$ cat src/rtl/ds_tx_pkg.sv
package ds_tx_pkg;

  typedef enum logic [1:0] {
    SPD_LOW  = 2'b00,
    SPD_MID  = 2'b01,
    SPD_HIGH = 2'b10,
    SPD_ALT  = 2'b11
  } speed_t;

  // log2 of the number of bit clocks each bit is held for
  function automatic logic [1:0] rate_shift(input logic [1:0] code);
    case (speed_t'(code))
      SPD_LOW: return 2'd2;
      SPD_MID: return 2'd1;
      default: return 2'd0;
    endcase
  endfunction

  // strobe flips only when the data bit repeats
  function automatic logic strobe_next(input logic new_d, input logic prev_d,
                                       input logic prev_s);
    return (new_d == prev_d) ? ~prev_s : prev_s;
  endfunction

endpackage

$ cat src/rtl/ds_tx_phase.sv
module ds_tx_phase #(
  parameter int unsigned GROUP_W = 8,
  localparam int unsigned PH_W = $clog2(GROUP_W)
) (
  input  logic            clk,
  input  logic            rst_n,
  output logic [PH_W-1:0] ph_nxt,
  output logic            sys_tick
);
  logic [PH_W-1:0] ph_q;

  always_ff @(posedge clk) begin
    if (!rst_n) ph_q <= '0;
    else        ph_q <= ph_nxt;
  end

  assign ph_nxt   = ph_q + 1'b1;
  assign sys_tick = (ph_q == PH_W'(GROUP_W - 1));
endmodule

$ cat src/rtl/ds_tx_ctrl.sv
module ds_tx_ctrl
  import ds_tx_pkg::*;
#(
  parameter int unsigned GROUP_W = 8
) (
  input  logic               clk,
  input  logic               rst_n,
  input  logic               sys_tick,
  input  logic               tx_en,
  input  logic [1:0]         tx_speed,
  input  logic [GROUP_W-1:0] tx_data,
  output logic               run,
  output logic               start_evt,
  output logic               active,
  output logic [1:0]         spd_q,
  output logic [1:0]         shift,
  output logic [GROUP_W-1:0] src
);
  logic [GROUP_W-1:0] grp_q;

  always_comb begin
    start_evt = sys_tick && tx_en && !active;
    run       = sys_tick ? tx_en : active;
    shift     = rate_shift(start_evt ? tx_speed : spd_q);
    src       = sys_tick ? tx_data : grp_q;
  end

  always_ff @(posedge clk) begin
    if (!rst_n) begin
      active <= 1'b0;
      spd_q  <= 2'b00;
      grp_q  <= '0;
    end else if (sys_tick) begin
      active <= tx_en;
      grp_q  <= tx_data;
      if (start_evt) spd_q <= tx_speed;
    end
  end
endmodule

$ cat src/rtl/ds_tx_encoder.sv
module ds_tx_encoder
  import ds_tx_pkg::*;
#(
  parameter int unsigned GROUP_W = 8,
  localparam int unsigned PH_W = $clog2(GROUP_W)
) (
  input  logic               clk,
  input  logic               rst_n,
  input  logic               run,
  input  logic               start_evt,
  input  logic [PH_W-1:0]    ph_nxt,
  input  logic [1:0]         shift,
  input  logic [GROUP_W-1:0] src,
  output logic               line_d,
  output logic               line_s,
  output logic               drv_en,
  output logic               bit_adv
);
  logic [PH_W-1:0] hold_mask;
  logic [PH_W-1:0] idx;
  logic            boundary;
  logic            new_bit;
  logic            prev_d;
  logic            prev_s;

  always_comb begin
    hold_mask = ~({PH_W{1'b1}} << shift);
    boundary  = ((ph_nxt & hold_mask) == '0);
    idx       = PH_W'(GROUP_W - 1) - (ph_nxt >> shift);
    new_bit   = src[idx];
    prev_d    = start_evt ? 1'b0 : line_d;
    prev_s    = start_evt ? 1'b0 : line_s;
    bit_adv   = run && boundary && !start_evt;
  end

  always_ff @(posedge clk) begin
    if (!rst_n || !run) begin
      line_d <= 1'b0;
      line_s <= 1'b0;
      drv_en <= 1'b0;
    end else begin
      drv_en <= 1'b1;
      if (boundary) begin
        line_d <= new_bit;
        line_s <= strobe_next(new_bit, prev_d, prev_s);
      end
    end
  end
endmodule

$ cat src/rtl/ds_serializer_tx.sv
module ds_serializer_tx #(
  parameter int unsigned GROUP_W = 8
) (
  input  logic               clk,
  input  logic               rst_n,
  input  logic               tx_en,
  input  logic [1:0]         tx_speed,
  input  logic [GROUP_W-1:0] tx_data,
  output logic               sys_tick,
  output logic               line_d,
  output logic               line_d_en,
  output logic               line_s,
  output logic               line_s_en
);
  localparam int unsigned PH_W = $clog2(GROUP_W);

  logic [PH_W-1:0]    ph_nxt;
  logic               run;
  logic               start_evt;
  logic               active;
  logic [1:0]         spd_q;
  logic [1:0]         shift;
  logic [GROUP_W-1:0] src;
  logic               drv_en;
  logic               bit_adv;

  ds_tx_phase #(.GROUP_W(GROUP_W)) u_phase (
    .clk(clk), .rst_n(rst_n), .ph_nxt(ph_nxt), .sys_tick(sys_tick)
  );

  ds_tx_ctrl #(.GROUP_W(GROUP_W)) u_ctrl (
    .clk(clk), .rst_n(rst_n), .sys_tick(sys_tick), .tx_en(tx_en),
    .tx_speed(tx_speed), .tx_data(tx_data), .run(run),
    .start_evt(start_evt), .active(active), .spd_q(spd_q),
    .shift(shift), .src(src)
  );

  ds_tx_encoder #(.GROUP_W(GROUP_W)) u_enc (
    .clk(clk), .rst_n(rst_n), .run(run), .start_evt(start_evt),
    .ph_nxt(ph_nxt), .shift(shift), .src(src), .line_d(line_d),
    .line_s(line_s), .drv_en(drv_en), .bit_adv(bit_adv)
  );

  assign line_d_en = drv_en;
  assign line_s_en = drv_en;
endmodule

$ cat config.mk
export PLATFORM = sky130hd
export DESIGN_NAME = ds_serializer_tx
export DESIGN_NICKNAME = d
export VERILOG_FILES = /design/src/rtl/ds_tx_pkg.sv /design/src/rtl/ds_tx_phase.sv /design/src/rtl/ds_tx_ctrl.sv /design/src/rtl/ds_tx_encoder.sv /design/src/rtl/ds_serializer_tx.sv
export SDC_FILE = /design/constraint.sdc
export NUM_CORES = 1
export LEC_CHECK = 0
export BUFFER_PORTS_ARGS = -buffer_cell sky130_fd_sc_hd__buf_4
export CAP_MARGIN = 20
export CORE_UTILIZATION = 45
export DETAILED_ROUTE_END_ITERATION = 10
export PLACE_DENSITY_LB_ADDON = 0.25
export SYNTH_ARGS = -nofsm -noshare
export SYNTH_HDL_FRONTEND = slang
export SYNTH_SLANG_ARGS = --single-unit
$ cat constraint.sdc
create_clock -name clk -period 4.53 [get_ports clk]
set_clock_uncertainty 0.15 [all_clocks]
set_input_delay 0.2265 -clock clk [delete_from_list [all_inputs] [get_ports clk]]
set_output_delay 0.2265 -clock clk [all_outputs]
set_load 0.005 [all_outputs]
### After elaboration in Yosys (flattened, before gate mapping)

Index checks and enable logic that the tools add are counted.

* output and inout port bits: 5
* bits in writable memories: 0
* bits in latches: 0
* bits in registers: 17
* memories kept: 0
* bits in read-only memories: 0

* div/mod/pow operators: 0
* $add $sub $neg: 2
* equal/unequal tests: 3
* reductions and logical operators: 8
* multiplexer cells: 10
* order comparisons: 1
* multipliers: 0
* bitwise gates (word level): 3
* shift operators: 2

Operators with widths (number)
* $mux 8: 1
* $mux 1: 6
* $lt 3x4->1 const B: 1
* $pmux 2 s2: 1
* $add 3x1->3 const B: 1
* $and 3x3->3: 1
* $bmux 1 s3: 1
* $eq 3x3->1 const B: 1
* $logic_not 1->1: 3
* $logic_not 3->1: 1
* $not 3->3: 1
* $shl 3x2->3 const A: 1
* $shr 3x2->3: 1
* $sub 3x3->3 const A: 1
* $eq 2x1->1 const B: 1
* $logic_and 1x1->1: 2
* $logic_not 2->1: 1
* $mux 2: 1
* $eq 1x1->1: 1
* $logic_or 1x1->1: 1
* $not 1->1: 1

### Depth between registers and ports, before layout

* word-level depth: 12
* mapped depth: 12
* gate-level depth less buffers: 10

### Cells and area by module

From an unflattened synthesis, not the netlist that was laid out.

* cell total of the unflattened synthesis: 113
* area total of the unflattened synthesis: 1089.8 um^2

Modules (own cells, without submodules)
* ds_tx_ctrl: instances 1, cells each 45, area an instance 493.0 um^2
* ds_tx_encoder: instances 1, cells each 58, area an instance 474.2 um^2
* ds_tx_phase: instances 1, cells each 9, area an instance 115.1 um^2
* ds_serializer_tx: instances 1, cells each 1, area an instance 7.5 um^2

### Worst setup path before layout

No wires, ideal clock.

* path kind: flip-flop to flip-flop
* start point: register u_phase.ph_q[0]
* end point: register u_enc.line_s
* cell stages (with the launch flop): 13
* data arrival time: 2.727 ns
* library setup time: 0.074 ns
* period minus slack after synthesis: 2.951 ns
* path slack: 1.579 ns
* cells stage by stage: dfxtp_1 ha_1 ha_1 buf_6 and3b_1 buf_6 mux2i_1 o21ai_1 a211oi_1 o21ai_0 a22oi_2 mux2_4 a31oi_1

* cells in the longest elaborated chain, start to end: 12
* elaborated cells on any way between the ends: 25
* classes of those cells: add/sub (2); eq/ne (3); shift (2); mux (9); bitwise (3); reduce/logical (6)

RTL lines
* start, declared: line ds_tx_phase.sv:10 `logic [PH_W-1:0] ph_q;`
* start signal, assigned: line ds_tx_phase.sv:14 `else ph_q <= ph_nxt;`
* $eq 3x3->1 *: line ds_tx_phase.sv:18 `assign sys_tick = (ph_q == PH_W'(GROUP_W - 1));`
* net sys_tick: line ds_serializer_tx.sv:9 `output logic sys_tick,`
* $logic_and 1x1->1 (2 in a row): line ds_tx_ctrl.sv:22 `start_evt = sys_tick && tx_en && !active;`
* $mux 2: line ds_tx_ctrl.sv:24 `shift = rate_shift(start_evt ? tx_speed : spd_q);`
* $eq 2x1->1 or $logic_not 2->1 (tied branches): line ds_tx_pkg.sv:12 `case (speed_t'(code))`
* $pmux 2 s2: line ds_tx_pkg.sv:12
* $shr 3x2->3: line ds_tx_encoder.sv:29 `idx = PH_W'(GROUP_W - 1) - (ph_nxt >> shift);`
* $sub 3x3->3: line ds_tx_encoder.sv:29
* $bmux 1 s3: line ds_tx_encoder.sv:30 `new_bit = src[idx];`
* $mux 1 (implied by the code): line ds_tx_encoder.sv:30
* $eq 1x1->1: line ds_tx_pkg.sv:22 `return (new_d == prev_d) ? ~prev_s : prev_s;`
* $mux 1: line ds_tx_pkg.sv:22
* end signal, assigned: line ds_tx_encoder.sv:45 `line_s <= strobe_next(new_bit, prev_d, prev_s);`
* end, declared: line ds_tx_encoder.sv:15 `output logic line_s,`

The timed path passes the listed nets; every way through them passes the cells marked *. The select of a mux whose other input is x is not followed.
A chain may end at the register's enable or synchronous reset.

### Worst setup path in the final report

* start point: register u_phase.ph_q[0]
* end point: register u_enc.line_s

* cells in the longest elaborated chain, start to end: 12
* elaborated cells on any way between the ends: 25
* classes of those cells: add/sub (2); eq/ne (3); shift (2); mux (9); bitwise (3); reduce/logical (6)

RTL lines (line)
* $eq 3x3->1: ds_tx_phase.sv:18
* $logic_and 1x1->1 (2 in a row): ds_tx_ctrl.sv:22
* $mux 2: ds_tx_ctrl.sv:24
* $eq 2x1->1 or $logic_not 2->1 (tied branches): ds_tx_pkg.sv:12
* $pmux 2 s2: ds_tx_pkg.sv:12
* $shr 3x2->3: ds_tx_encoder.sv:29
* $sub 3x3->3: ds_tx_encoder.sv:29
* $bmux 1 s3: ds_tx_encoder.sv:30
* $mux 1 (implied by the code): ds_tx_encoder.sv:30
* $eq 1x1->1: ds_tx_pkg.sv:22
* $mux 1: ds_tx_pkg.sv:22

Parallel ways exist; a longest one is shown, timed or not. The select of a mux whose other input is x is not followed.

==> metrics.md <==
| Metric | Value |
|---|---|
| Status | `finished, final reports clean` |
| Worst setup margin | `1.12 ns` |
| Synthesized cell area | `903 um2` |
| Initial antenna violation count | `0` |
| Worst min path class | `in2reg` |
| DIE WIDTH | `46.8 um` |
| Minimum clock period | `3.41 ns` |
| Post-synthesis net count | `107` |
| Syn_area_per_cell | `9.82 um2` |
| Post-CTS Setup Bufs | `0` |
| Detailed-route vias per instance | `5.48` |
| WP data arrival | `3.49 ns` |
| Antenna Nets Post-Route | `0` |
| Synth Register Bits | `17` |
| DRC errors left | `0` |
| Most frequent cells in the layout | `buf_4, dfxtp_1, mux2i_1, nor2b_1, and2_1` |
| Num CTS Buffers | `3` |
| Commonest non-fill, non-tap cell in the layout | `buf_4` |
| Post-CTS sizing | `0` |
| Die area | `2190 um2` |
| HPWL Detailed | `1320 um` |
| Seq/Total Area, Yosys | `37.7%` |
| Detailed-route wire length per cell | `12.9 um` |
| Setup Total Neg Slack | `0 ns` |
| Synth warn | `0` |
| Final Setup Violations | `0` |
| P_leak | `0.411 nW` |
| CP Capture Point | `u_enc.line_s` |
| Initial DRC count | `30` |
| Final critical-path share of the clock period | `75.4%` |
| Fmax | `0.293 GHz` |
| Share of cells above drive strength 1 | `26.9%` |
| Starting Density | `50.1%` |
| Pwr/cell area | `251 nW/um2` |
| PortBufs | `17` |
| Worst-margin pin slew | `0.488 ns` |
| Vias in the first global route | `651` |
| RSZ-0062 raised after global routing | `false` |
| CP startpoint | `u_phase.ph_q[0]` |
| Final worst hold slack | `0.0776 ns` |
| CTS Root Cell | `clkbuf_4` |
| Final Wtd Congestion | `0.861` |
| Slew Limit Fails | `0` |
| Congestion Overflow GR | `0` |
| Worst Hold Depth | `3` |
| DP Area | `1030 um2` |
| Dpl ws | `1.19 ns` |
| Crit Path Category | `reg2reg` |
| CTS tree | `built` |
| Hold Vio Cnt, Final | `0` |
| Largest net degree at the start of global routing | `16` |
| Required @ worst endpoint | `4.60 ns` |
| Slew HR | `66.5%` |
| R2R Path Start | `u_phase.ph_q[0]` |
| CTS H-tree depth | `1` |
| CP Capture Type | `flip-flop` |
| Via count | `729` |
| Core area | `1800 um2` |
| Gr usage total | `18.6%` |
| Post-Synthesis Cells | `92` |
| Nets | `124` |
| Drt total wl | `1720 um` |
| Skew-Pair Late Insertion Delay | `0.29 ns` |
| Reg clk slew, reported paths | `0.09 ns` |
| Num Clock Sinks | `17` |
| Max-Cap Viols | `0` |
| Post-layout instance area | `1050 um2` |
| Critical Path Source Type | `flip-flop` |
| Site Rows | `15` |
| Syn-to-layout area delta | `16.6%` |
| First-pass GRT wire length | `2820 um` |
| I/O pin cnt | `18` |
| FF-to-FF path depth | `10` |
| Detailed Routing Iterations Pass 1 | `4` |
| Crit Path Max Fanout | `9` |
| Die height | `46.8 um` |
| Cts hold-fix bufs | `0` |
| Reg-to-Reg End | `u_enc.line_s` |
| Clock Path Buffers | `2` |
| Diodes inserted | `0` |
| Maximum vdd drop | `0.168 mV` |
| Yosys cell types | `29` |
| Reg2Reg Setup Slack | `1.12 ns` |
per-stage QoR:
stage,util [%],cells,power (mW)
2_1_floorplan,-,92,0.175
3_3_place_gp,57.0,129,0.187
3_5_place_dp,57.0,129,0.188
4_1_cts,58.5,133,0.268
5_1_grt,58.5,133,0.280
6_report,58.5,133,0.265
report_power, final:
| part | internal (mW) | leakage, nW | switching, mW |
|---|---|---|---|
| Clock | 0.0342 | 0.0150 | 0.0459 |
| Sequential | 0.152 | 0.138 | 0.00204 |
| Combinational | 0.0150 | 0.258 | 0.0156 |
| Total | 0.201 | 0.411 | 0.0636 |
cells in the mapped netlist, drive strengths merged:
cell	n	area, um2
dfxtp	17	340
and3b	1	8.76
o21ai	5	25.0
nor3	3	15.0
clkbuf	2	7.51
buf	4	35.0
ha	2	25.0
mux2	4	52.6
nor2	1	3.75
mux2i	11	114
a21boi	1	7.51
nor2b	10	62.6
a31oi	3	18.8
a211oi	5	37.5
nand2	5	18.8
and2	6	37.5
a221oi	1	15.0
nor4b	2	17.5
or3b	1	8.76
nor3b	1	7.51
a222oi	1	10.0
a21oi	3	15.0
inv	2	7.51
a22oi	1	12.5
worst max-delay path: stages, from the launching register on:
cell and delay (ns):
dfxtp_1 0.49, ha_1 0.21, ha_1 0.19, and3b_1 0.41
mux2i_1 0.51, o21ai_1 0.13, a211oi_1 0.32, o21ai_0 0.16
a22oi_2 0.31, mux2_4 0.33, a31oi_1 0.15
metal layers:
metal  vias to the layer above  share of wire [%]  track usage (%)
li1                        367                  -                -
met1                       328                 46             23.0
met2                        28                 46             31.9
met3                         6                6.1             5.77
met4                         0                1.6             3.43
met5                         -                  0                0
registers in the layout, summed over array words and instances (netlist names):
register	count
u_ctrl.grp_q	8
u_ctrl.spd_q	2
u_enc.line_s	1
u_phase.ph_q	3
u_ctrl.active	1
u_enc.drv_en	1
u_enc.line_d	1
worst min path at each step:
| stage | start | endpoint | slack [ns] |
|---|---|---|---|
| final | tx_data[0] | u_ctrl.grp_q[0] | 0.08 |
| after global routing | tx_data[0] | u_ctrl.grp_q[0] | 0.08 |
| after CTS | tx_data[0] | u_ctrl.grp_q[0] | 0.08 |
| after detailed placement | u_ctrl.grp_q[0] | u_ctrl.grp_q[0] | 0.37 |
| after global placement | u_ctrl.grp_q[0] | u_ctrl.grp_q[0] | 0.35 |
| after floorplan | rst_n | u_ctrl.grp_q[3] | 0.20 |
cell type report:
type | instances | area [um2]
flip-flops and latches | 17 | 340
fillers | 179 | 748
repair buffers | 18 | 135
clock buffers | 4 | 26.3
inverters | 2 | 7.51
well taps | 25 | 31.3
multi-input cells | 67 | 513
cells by family (layout without fill, tap and decap cells):
| family | count (synthesis) | after routing | share of synthesized area [%] |
|---|---|---|---|
| simple gates | 30 | 30 | 19.9 |
| fa+ha+maj | 2 | 2 | 2.77 |
| mux | 15 | 15 | 18.4 |
| buf+inv | 8 | 24 | 5.54 |
| flops | 17 | 17 | 37.7 |
| compound gates | 20 | 20 | 15.7 |
(Power assumes the default switching activity.)
